File: src/rtl/sdram_beat_pkg.sv
package sdram_beat_pkg;

  localparam int BANK_W = 1;
  localparam int NBANK  = 1 << BANK_W;

  typedef enum logic [2:0] {
    CMD_INH, CMD_NOP, CMD_ACT, CMD_RD, CMD_WR, CMD_PRE, CMD_LMR
  } cmd_e;

  // {cs0_n, ras_n, cas_n, we_n}
  function automatic logic [3:0] cmd_pins(cmd_e c);
    case (c)
      CMD_NOP: return 4'b0111;
      CMD_ACT: return 4'b0011;
      CMD_RD:  return 4'b0101;
      CMD_WR:  return 4'b0100;
      CMD_PRE: return 4'b0010;
      CMD_LMR: return 4'b0000;
      default: return 4'b1111;
    endcase
  endfunction

  function automatic int unsigned max3(int unsigned a, int unsigned b, int unsigned c);
    int unsigned m;
    m = (a > b) ? a : b;
    return (m > c) ? m : c;
  endfunction

endpackage

File: src/rtl/sdr_row_track.sv
module sdr_row_track
  import sdram_beat_pkg::*;
#(
  parameter int ROW_W = 11
) (
  input  logic              clk,
  input  logic              rst_n,
  input  logic [BANK_W-1:0] look_bank,
  input  logic [ROW_W-1:0]  look_row,
  output logic              look_hit,
  output logic              look_idle,
  input  logic              act_en,
  input  logic [BANK_W-1:0] act_bank,
  input  logic [ROW_W-1:0]  act_row,
  input  logic              pre_en,
  input  logic              pre_all,
  input  logic [BANK_W-1:0] pre_bank
);

  logic [NBANK-1:0] bank_open;
  logic [ROW_W-1:0] bank_row [NBANK];

  for (genvar b = 0; b < NBANK; b++) begin : g_bank
    logic             open_q;
    logic [ROW_W-1:0] row_q;
    wire close_me = pre_en && (pre_all || (pre_bank == BANK_W'(b)));
    wire open_me  = act_en && (act_bank == BANK_W'(b));

    always_ff @(posedge clk or negedge rst_n) begin
      if (!rst_n) begin
        open_q <= 1'b0;
        row_q  <= '0;
      end else if (close_me) begin
        open_q <= 1'b0;
      end else if (open_me) begin
        open_q <= 1'b1;
        row_q  <= act_row;
      end
    end

    assign bank_open[b] = open_q;
    assign bank_row[b]  = row_q;
  end

  assign look_idle = !bank_open[look_bank];
  assign look_hit  = bank_open[look_bank] && (bank_row[look_bank] == look_row);

endmodule

File: src/rtl/sdr_cmd_seq.sv
module sdr_cmd_seq
  import sdram_beat_pkg::*;
#(
  parameter int ROW_W = 11,
  parameter int COL_W = 8,
  parameter int T_RP  = 2,
  parameter int T_RCD = 2,
  parameter int T_MRD = 2,
  parameter logic [ROW_W+BANK_W-1:0] MODE_OP = '0
) (
  input  logic              clk,
  input  logic              rst_n,
  input  logic              req_valid,
  input  logic              req_write,
  input  logic [BANK_W-1:0] req_bank,
  input  logic [ROW_W-1:0]  req_row,
  input  logic [COL_W-1:0]  req_col,
  input  logic              look_hit,
  input  logic              look_idle,
  output cmd_e              nxt_cmd,
  output logic [BANK_W-1:0] nxt_bank,
  output logic [ROW_W-1:0]  nxt_addr,
  output logic              req_ready,
  output logic              act_en,
  output logic              pre_en,
  output logic              pre_all,
  output logic              gap_zero
);

  localparam int AP_BIT = 10;
  localparam int T_MAX  = max3(T_RP, T_RCD, T_MRD);
  localparam int GW     = $clog2(T_MAX + 1);

  typedef enum logic [1:0] {ST_PALL, ST_LMR, ST_RUN} st_e;

  st_e           st_q, st_d;
  logic [GW-1:0] gap_q, gap_d;

  // Gap counter value so that the next command lands t cycles later.
  function automatic logic [GW-1:0] gap_of(int unsigned t);
    return (t > 1) ? GW'(t - 1) : '0;
  endfunction

  assign gap_zero = (gap_q == '0);

  always_comb begin
    st_d      = st_q;
    gap_d     = gap_zero ? '0 : gap_q - 1'b1;
    nxt_cmd   = CMD_NOP;
    nxt_bank  = '0;
    nxt_addr  = '0;
    req_ready = 1'b0;
    act_en    = 1'b0;
    pre_en    = 1'b0;
    pre_all   = 1'b0;
    if (gap_zero) begin
      case (st_q)
        ST_PALL: begin
          nxt_cmd          = CMD_PRE;
          nxt_addr[AP_BIT] = 1'b1;
          pre_en           = 1'b1;
          pre_all          = 1'b1;
          gap_d            = gap_of(T_RP);
          st_d             = ST_LMR;
        end
        ST_LMR: begin
          nxt_cmd  = CMD_LMR;
          nxt_bank = MODE_OP[ROW_W +: BANK_W];
          nxt_addr = MODE_OP[ROW_W-1:0];
          gap_d    = gap_of(T_MRD);
          st_d     = ST_RUN;
        end
        default: begin
          if (req_valid) begin
            nxt_bank = req_bank;
            if (look_hit) begin
              req_ready = 1'b1;
              nxt_cmd   = req_write ? CMD_WR : CMD_RD;
              nxt_addr  = {{(ROW_W-COL_W){1'b0}}, req_col};
            end else if (look_idle) begin
              nxt_cmd  = CMD_ACT;
              nxt_addr = req_row;
              act_en   = 1'b1;
              gap_d    = gap_of(T_RCD);
            end else begin
              nxt_cmd = CMD_PRE;
              pre_en  = 1'b1;
              gap_d   = gap_of(T_RP);
            end
          end
        end
      endcase
    end
  end

  always_ff @(posedge clk or negedge rst_n) begin
    if (!rst_n) begin
      st_q  <= ST_PALL;
      gap_q <= '0;
    end else begin
      st_q  <= st_d;
      gap_q <= gap_d;
    end
  end

endmodule

File: src/rtl/sdr_rd_return.sv
module sdr_rd_return #(
  parameter int DATA_W = 64,
  parameter int TAG_W  = 4,
  parameter int RD_LAT = 2
) (
  input  logic              clk,
  input  logic              rst_n,
  input  logic              rd_issue,
  input  logic [TAG_W-1:0]  issue_tag,
  input  logic [DATA_W-1:0] mem_dq_in,
  output logic              rd_mask_open,
  output logic              rd_phase,
  output logic              rd_valid,
  output logic [TAG_W-1:0]  rd_tag,
  output logic [DATA_W-1:0] rd_data
);

  logic [RD_LAT-1:0] rd_sr;
  logic [TAG_W-1:0]  tag_sr [RD_LAT];
  logic [TAG_W-1:0]  phase_tag;

  always_ff @(posedge clk or negedge rst_n) begin
    if (!rst_n) begin
      rd_sr <= '0;
      for (int i = 0; i < RD_LAT; i++) tag_sr[i] <= '0;
      rd_phase  <= 1'b0;
      phase_tag <= '0;
      rd_valid  <= 1'b0;
      rd_tag    <= '0;
      rd_data   <= '0;
    end else begin
      rd_sr[0]  <= rd_issue;
      tag_sr[0] <= issue_tag;
      for (int i = 1; i < RD_LAT; i++) begin
        rd_sr[i]  <= rd_sr[i-1];
        tag_sr[i] <= tag_sr[i-1];
      end
      rd_phase  <= rd_sr[RD_LAT-1];
      phase_tag <= tag_sr[RD_LAT-1];
      rd_valid  <= rd_phase;
      if (rd_phase) begin
        rd_tag  <= phase_tag;
        rd_data <= mem_dq_in;
      end
    end
  end

  // Mask must open on the pins RD_LAT cycles after the Read
  assign rd_mask_open = rd_sr[RD_LAT-1];

endmodule

File: src/rtl/sdram_beat_ctrl.sv
module sdram_beat_ctrl
  import sdram_beat_pkg::*;
#(
  parameter int ROW_W  = 11,
  parameter int COL_W  = 8,
  parameter int DATA_W = 64,
  parameter int TAG_W  = 4,
  parameter int T_RP   = 2,
  parameter int T_RCD  = 2,
  parameter int T_MRD  = 2,
  parameter int RD_LAT = 2,
  parameter logic [ROW_W+BANK_W-1:0] MODE_OP = 12'h020
) (
  input  logic              clk,
  input  logic              rst_n,
  input  logic              req_valid,
  output logic              req_ready,
  input  logic              req_write,
  input  logic              req_bank,
  input  logic [ROW_W-1:0]  req_row,
  input  logic [COL_W-1:0]  req_col,
  input  logic [DATA_W-1:0] req_wdata,
  input  logic [TAG_W-1:0]  req_tag,
  output logic              mem_cke,
  output logic              mem_dsf,
  output logic              mem_cs0_n,
  output logic              mem_cs1_n,
  output logic              mem_ras_n,
  output logic              mem_cas_n,
  output logic              mem_we_n,
  output logic              mem_dqm,
  output logic [ROW_W-1:0]  mem_addr,
  output logic [DATA_W-1:0] mem_dq_out,
  output logic              mem_dq_oe,
  input  logic [DATA_W-1:0] mem_dq_in,
  output logic              rd_valid,
  output logic [TAG_W-1:0]  rd_tag,
  output logic [DATA_W-1:0] rd_data
);

  cmd_e              nxt_cmd;
  logic [BANK_W-1:0] nxt_bank;
  logic [ROW_W-1:0]  nxt_addr;
  logic              look_hit, look_idle;
  logic              act_en, pre_en, pre_all;
  logic              seq_gap_zero;
  logic              rd_mask_open, rd_phase;

  // Named events for the checker
  wire wr_issue = (nxt_cmd == CMD_WR);
  wire rd_issue = (nxt_cmd == CMD_RD);

  sdr_row_track #(.ROW_W(ROW_W)) u_track (
    .clk       (clk),
    .rst_n     (rst_n),
    .look_bank (req_bank),
    .look_row  (req_row),
    .look_hit  (look_hit),
    .look_idle (look_idle),
    .act_en    (act_en),
    .act_bank  (nxt_bank),
    .act_row   (req_row),
    .pre_en    (pre_en),
    .pre_all   (pre_all),
    .pre_bank  (nxt_bank)
  );

  sdr_cmd_seq #(
    .ROW_W(ROW_W), .COL_W(COL_W), .T_RP(T_RP), .T_RCD(T_RCD),
    .T_MRD(T_MRD), .MODE_OP(MODE_OP)
  ) u_seq (
    .clk       (clk),
    .rst_n     (rst_n),
    .req_valid (req_valid),
    .req_write (req_write),
    .req_bank  (req_bank),
    .req_row   (req_row),
    .req_col   (req_col),
    .look_hit  (look_hit),
    .look_idle (look_idle),
    .nxt_cmd   (nxt_cmd),
    .nxt_bank  (nxt_bank),
    .nxt_addr  (nxt_addr),
    .req_ready (req_ready),
    .act_en    (act_en),
    .pre_en    (pre_en),
    .pre_all   (pre_all),
    .gap_zero  (seq_gap_zero)
  );

  sdr_rd_return #(.DATA_W(DATA_W), .TAG_W(TAG_W), .RD_LAT(RD_LAT)) u_rd (
    .clk          (clk),
    .rst_n        (rst_n),
    .rd_issue     (rd_issue),
    .issue_tag    (req_tag),
    .mem_dq_in    (mem_dq_in),
    .rd_mask_open (rd_mask_open),
    .rd_phase     (rd_phase),
    .rd_valid     (rd_valid),
    .rd_tag       (rd_tag),
    .rd_data      (rd_data)
  );

  assign mem_cke = 1'b1;
  assign mem_dsf = 1'b0;

  always_ff @(posedge clk or negedge rst_n) begin
    if (!rst_n) begin
      {mem_cs0_n, mem_ras_n, mem_cas_n, mem_we_n} <= 4'b1111;
      mem_cs1_n  <= 1'b1;
      mem_addr   <= '0;
      mem_dqm    <= 1'b1;
      mem_dq_oe  <= 1'b0;
      mem_dq_out <= '0;
    end else begin
      {mem_cs0_n, mem_ras_n, mem_cas_n, mem_we_n} <= cmd_pins(nxt_cmd);
      mem_cs1_n  <= nxt_bank[0];
      mem_addr   <= nxt_addr;
      mem_dqm    <= !(wr_issue || rd_mask_open);
      mem_dq_oe  <= wr_issue;
      mem_dq_out <= wr_issue ? req_wdata : '0;
    end
  end

endmodule

File: config.mk
export PLATFORM = sky130hd
export DESIGN_NAME = sdram_beat_ctrl
export DESIGN_NICKNAME = d
export VERILOG_FILES = /design/src/rtl/sdram_beat_pkg.sv /design/src/rtl/sdr_row_track.sv /design/src/rtl/sdr_cmd_seq.sv /design/src/rtl/sdr_rd_return.sv /design/src/rtl/sdram_beat_ctrl.sv
export SDC_FILE = /design/constraint.sdc
export NUM_CORES = 1
export LEC_CHECK = 0
export ABC_AREA = 0
export BUFFER_PORTS_ARGS = -buffer_cell sky130_fd_sc_hd__buf_2
export CAP_MARGIN = 20
export CORE_UTILIZATION = 47
export CTS_BUF_LIST = sky130_fd_sc_hd__clkbuf_16
export CTS_CLUSTER_SIZE = 40
export DETAILED_ROUTE_END_ITERATION = 10
export PLACE_DENSITY = 0.75
export SYNTH_ARGS = -nofsm -noshare
export SYNTH_HDL_FRONTEND = slang
export SYNTH_SLANG_ARGS = --single-unit
export TNS_END_PERCENT = 20
File: constraint.sdc
create_clock -name clk -period 2.8 [get_ports clk]
set_clock_uncertainty 0.2 [all_clocks]
set_input_delay 0.56 -clock clk [delete_from_list [all_inputs] [get_ports clk]]
set_output_delay 0.56 -clock clk [all_outputs]
set_load 0.02 [all_outputs]
# Yosys cells after proc, flatten, opt, wreduce, memory -nomap -nowiden
# Cells that the tools add are included.
[op_classes] eq_ne=8 reduce_logical=18 n_addsub=1 n_mux=48 magnitude_cmp=2 n_bitwise=4
[op_table] cell="$mux W11" n=7
[op_table] cell="$mux W64" n=1
[op_table] cell="$mux W1" n=24
[op_table] cell="$pmux W4 S6" n=1
[op_table] cell="$pmux W10 S2" n=1
[op_table] cell="$mux W3" n=5
[op_table] cell="$eq A11 B11 Y1" n=1
[op_table] cell="$mux W2" n=5
[op_table] cell="$eq A3 B3 Y1 const B" n=3
[op_table] cell="$eq A3 B2 Y1 const B" n=2
[op_table] cell="$pmux W3 S2" n=1
[op_table] cell="$reduce_and A2 Y1" n=3
[op_table] cell="$reduce_bool A2 Y1" n=3
[op_table] cell="$logic_and A1 B1 Y1" n=5
[op_table] cell="$logic_not A2 Y1" n=2
[op_table] cell="$pmux W1 S2" n=2
[op_table] cell="$pmux W2 S2" n=1
[op_table] cell="$eq A3 B1 Y1 const B" n=1
[op_table] cell="$logic_or A1 B1 Y1" n=3
[op_table] cell="$not A1 Y1" n=3
[op_table] cell="$eq A2 B1 Y1 const B" n=1
[op_table] cell="$ge A2 B2 Y1 const B" n=1
[op_table] cell="$lt A1 B2 Y1 const B" n=1
[op_table] cell="$not A1 Y2" n=1
[op_table] cell="other kinds (3)" n=3
[totals] regBits=194 out_inout_bits=154 inputBits=156

# Depth between registers and ports, before layout
[depth] depth_word=13 mapped_depth=9 mapped_depth_nobuf=5

# Hierarchy
# From an unflattened synthesis, not the netlist that was laid out.
[hier_totals] cells_unflattened=462 hier_area_um2=7236.9
[by_module_without_submodules] module="sdr_rd_return" seq_area_each_um2=2102.0 area_per_inst_um2=3015.4 cells_each=160 n_inst=1
[by_module_without_submodules] module="sdram_beat_ctrl" seq_area_each_um2=2059.5 area_per_inst_um2=2613.8 cells_each=169 n_inst=1
[by_module_without_submodules] module="sdr_row_track" seq_area_each_um2=600.6 area_per_inst_um2=1197.4 cells_each=88 n_inst=1
[by_module_without_submodules] module="sdr_cmd_seq" seq_area_each_um2=100.1 area_per_inst_um2=410.4 cells_each=45 n_inst=1

# Worst setup path after synthesis
# Ideal clock, no wire load.
[synth_path] path_type="in2out" start="input req_bank" end="output req_ready" stages=8 t_arrival_ns=1.850 slack_ns=0.190 path_cell_list="buf_6 > buf_6 > mux2i_1 > xnor2_1 > nor4_2 > and4b_1 > buf_6 > buf_6"
[synth_between] elab_chain_len=10 elab_cells_between_ends=12 classes_between="eq/ne: 1; mux: 9; bitwise: 1; reduce/logical: 1"
[synth_lines] item="from (decl)" line="sdram_beat_ctrl.sv:19" text="input logic req_bank,"
[synth_lines] item="$not A1 Y2 (implied by the code)" line="sdr_row_track.sv:46" text="assign look_hit = bank_open[look_bank] && (bank_row[look_bank] == look_row);"
[synth_lines] item="$mux W11 (implied by the code) (3 in series)" line="sdr_row_track.sv:46"
[synth_lines] item="$eq A11 B11 Y1" line="sdr_row_track.sv:46"
[synth_lines] item="$logic_and A1 B1 Y1 *" line="sdr_row_track.sv:46"
[synth_lines] item="$mux W1 *" line="sdr_cmd_seq.sv:76" text="if (look_hit) begin"
[synth_lines] item="$mux W1 *" line="sdr_cmd_seq.sv:74" text="if (req_valid) begin"
[synth_lines] item="$mux W1 *" line="sdr_cmd_seq.sv:57" text="case (st_q)"
[synth_lines] item="$mux W1 *" line="sdr_cmd_seq.sv:56" text="if (gap_zero) begin"
[synth_lines] item="to (decl)" line="sdram_beat_ctrl.sv:17" text="output logic req_ready,"
# Every way passes the cells marked *; elsewhere a longest branch is shown, timed or not. The select of a mux whose other input is x is not followed.

# Worst setup path in the final report
# Same ends and word-level chain as after synthesis.

==> impl_metrics.toml <==
[clocking]
path_clk_slew_ps = 60
cts-buffers-inserted = 17
clkLatencyLatePin_ps = 420
cts_sinks = 194
cts_max_level = 4
clock-root-buffer = "clkbuf_16"
clk_path_buf_depth = 2
tritoncts = "built"

[worst_setup_path]
max_stage_delay_ps = 260
cp-endpoint = "req_ready"
worst-path-stages = 7
crit_slowest_cell = "and4b_2"
r2r_end = "mem_dq_out[22]"
crit_path_cell_trace = "buf_4, buf_4, mux2i_1, xnor2_1, nor3_2, and4b_2, buf_2"
required_ps = 2040
startpoint_type = "input pin"
r2r_cells = 7
endpoint_kind = "output pin"
crit_arrival_ps = 1910
r2r-start = "u_track.g_bank[0].row_q[9]"
crit_top_cell = "buf_4"
crit_type = "in2out"
crit_family = "buffers and inverters"
startpoint = "req_bank"
reg2reg_slack_ps = 590
cp_max_fo = 9
critical_path_buf_inv_count = 3

[die]
pin_count = 310
die_area_sq_um = 15500
fp.dieH_microns = 124
start_util = 0.483
die_x_microns = 124
coreArea_sq_um = 14600
rows = 44

[sta]
rsz0062_at_grt = "false"
finalHoldViolCount = 0
fin_crit_sh = 0.954
fmax_mhz = 374
drv_slew = 0
worstMarginPinSlew_ps = 888
setup_viol = 0
fin_tns_setup_ps = 0
finalCriticalPeriod_ps = 2670
slew_headroom = 0.408

[power]
power.density_nw_per_um2 = 669
power_leakage_nw = 5.51
ir_worst_vdd_mv = 0.412

[synthesis]
synthFlopType = "dfrtp_1"
yosysWarnings = 0
synth_top_family_by_area = "multiplexers"
synthArstFlopShare = 1.00
synth-xor-area-share = 0.0149
ys_ff_latch = 194
synth_fa_ha_area_frac = 0
syn_inst = 463
synth-edff-count = 0
syn_area_per_cell_sq_um = 15.2
synthMuxAreaShare = 0.159
syn_area_sq_um = 7050
yosys.area_share.simple = 0.0840
seq_area_frac_synth = 0.690
ys_types = 35
synth_compound_area_frac = 0.0234

[routing]
drtIter0Drc = 282
first_pass_iters = 4
drc = 0
viasPerCell = 4.96
drtAntennaViolNets = 0
wl_per_cell_microns = 17.0
finalWirelength_microns = 16500
detailroute.via_count = 4823

[global_routing]
use_met1 = 0.279
overflow = 0
grt_use_total = 0.224
grt_pass1_wl_microns = 26700
antenna_found_initial = 1
grt_use_met3 = 0.0593
grt_pass1_vias = 4994
busiest_layer = "met2"
grt_max_degree = 78
grt_use_met2 = 0.374

[cells_and_area]
drive_gt1_frac = 0.558
final_cell_area_sq_um = 9380
area_growth_pct = 33.1
num-fill-cells = 1094
finalNetCount = 931

[placed_design]
hpwl_microns = 12100
port_buffers = 307
place_area_sq_um = 8760
gp_congestion = 0.838

[flow_run]
cap_viol_max_count = 0

[outcome]
status = "finished, final reports clean"

[worst_hold_path]
hold_class = "in2reg"
[per-layer routing]
metal	up-vias	wire [microns]
met5	-	0
met4	0	314
met3	24	1000
met2	215	8480
met1	2355	6690
li1	2229	-
[layout make-up]
type / instances / area, sq um / share of cell area
antenna: 1 / 2.50 / 0.000267
clock buffer: 17 / 425 / 0.0454
clock inverter: 14 / 164 / 0.0175
inverter: 3 / 11.3 / 0.00120
multi-input combinational: 238 / 2000 / 0.213
sequential: 194 / 4860 / 0.519
tap: 184 / 230 / 0.0245
timing repair buffer: 321 / 1680 / 0.179
[cell families (layout without fill, tap and decap cells)]
group                     count (synthesis)  count (layout)
buffers and inverters                    32             355
and+or+nand+nor                          98              98
other                                     2               4
muxes                                   101             101
xor gates and xnor gates                 12              12
DFF                                     194             194
AOI/OAI and AO/OA                        24              24
[stage by stage]
| step | hold slack [ps] | total power, mW | setup WS [ps] | std cells | utilization |
|---|---|---|---|---|---|
| 6_report | 44.0 | 6.27 | 128 | 972 | 0.643 |
| 5_1_grt | 18.2 | 6.55 | 9.21 | 972 | 0.643 |
| 4_1_cts | 22.5 | 6.34 | 16.1 | 971 | 0.642 |
| 3_5_place_dp | 136 | 3.89 | 11.6 | 938 | 0.601 |
| 3_3_place_gp | 132 | 3.85 | 65.5 | 938 | 0.601 |
| 2_1_floorplan | 64.4 | 3.58 | 190 | 464 | - |
[power breakdown]
group,internal [mW],switching (mW)
Clock,1.40,1.02
Combinational,0.371,0.352
Sequential,3.02,0.111
Total,4.79,1.48
[layout by cell type (no fill, tap or decap), types with 2 or more instances in the layout]
cell type,synthesis,layout
clkinv_1,0,4
mux2_1,9,9
buf_2,2,305
a21oi_1,5,5
dfstp_2,6,6
nor4_2,2,2
clkbuf_16,0,17
nand2b_1,3,3
buf_4,2,12
xnor2_1,12,12
inv_6,0,2
o21ai_0,5,5
nor2_1,9,9
bufinv_16,0,3
a22o_1,8,8
clkinv_4,0,3
mux2_2,81,81
nand3_1,4,4
inv_1,3,4
nand2_1,5,5
buf_12,0,2
mux2i_1,11,10
and2_1,5,5
and3_1,64,64
dfrtp_1,188,187
conb_1,2,3
[synthesized netlist by cell type, drive strengths merged, types with 4 or more instances]
cell	n	area, sq um
nand2	5	18.8
nor2	9	33.8
a21oi	5	25.0
mux2	90	1010
and3	64	400
dfstp	6	158
and2	5	31.3
o21ai	5	25.0
nand3	4	20.0
buf	15	126
xnor2	12	105
a22o	8	70.1
dfrtp	188	4700
clkbuf	14	52.6
mux2i	11	110
[flip-flops by register name (all words and copies together), names as in the netlist, 4 cells and up]
| signal | flops |
|---|---|
| mem_dq_out | 64 |
| u_rd.rd_data | 64 |
| u_track.g_bank.row_q | 22 |
| mem_addr | 11 |
| u_rd.tag_sr | 8 |
| u_rd.phase_tag | 4 |
| u_rd.rd_tag | 4 |
[how the worst min path moves through the flow]
stage	cells past startpoint	slack [ps]	from	end
2_1_floorplan	0	60	rst_n	mem_addr[0]
3_3_place_gp	0	130	u_rd.tag_sr[0]	u_rd.phase_tag[0]
3_5_place_dp	0	140	u_rd.tag_sr[4]	u_rd.tag_sr[0]
4_1_cts	1	20	req_tag[0]	u_rd.tag_sr[4]
5_1_grt	1	20	req_tag[0]	u_rd.tag_sr[4]
6_report	1	40	req_tag[0]	u_rd.tag_sr[4]
[repair_timing]
item	CTS	global route
setup endpoints to repair	1	1
pin swaps	1	1
buffers inserted	1	0
hold endpoints to repair	73	0
gates resized for setup	0	3
hold buffers	1	0
No activity file was read; power rests on OpenSTA's default activity.
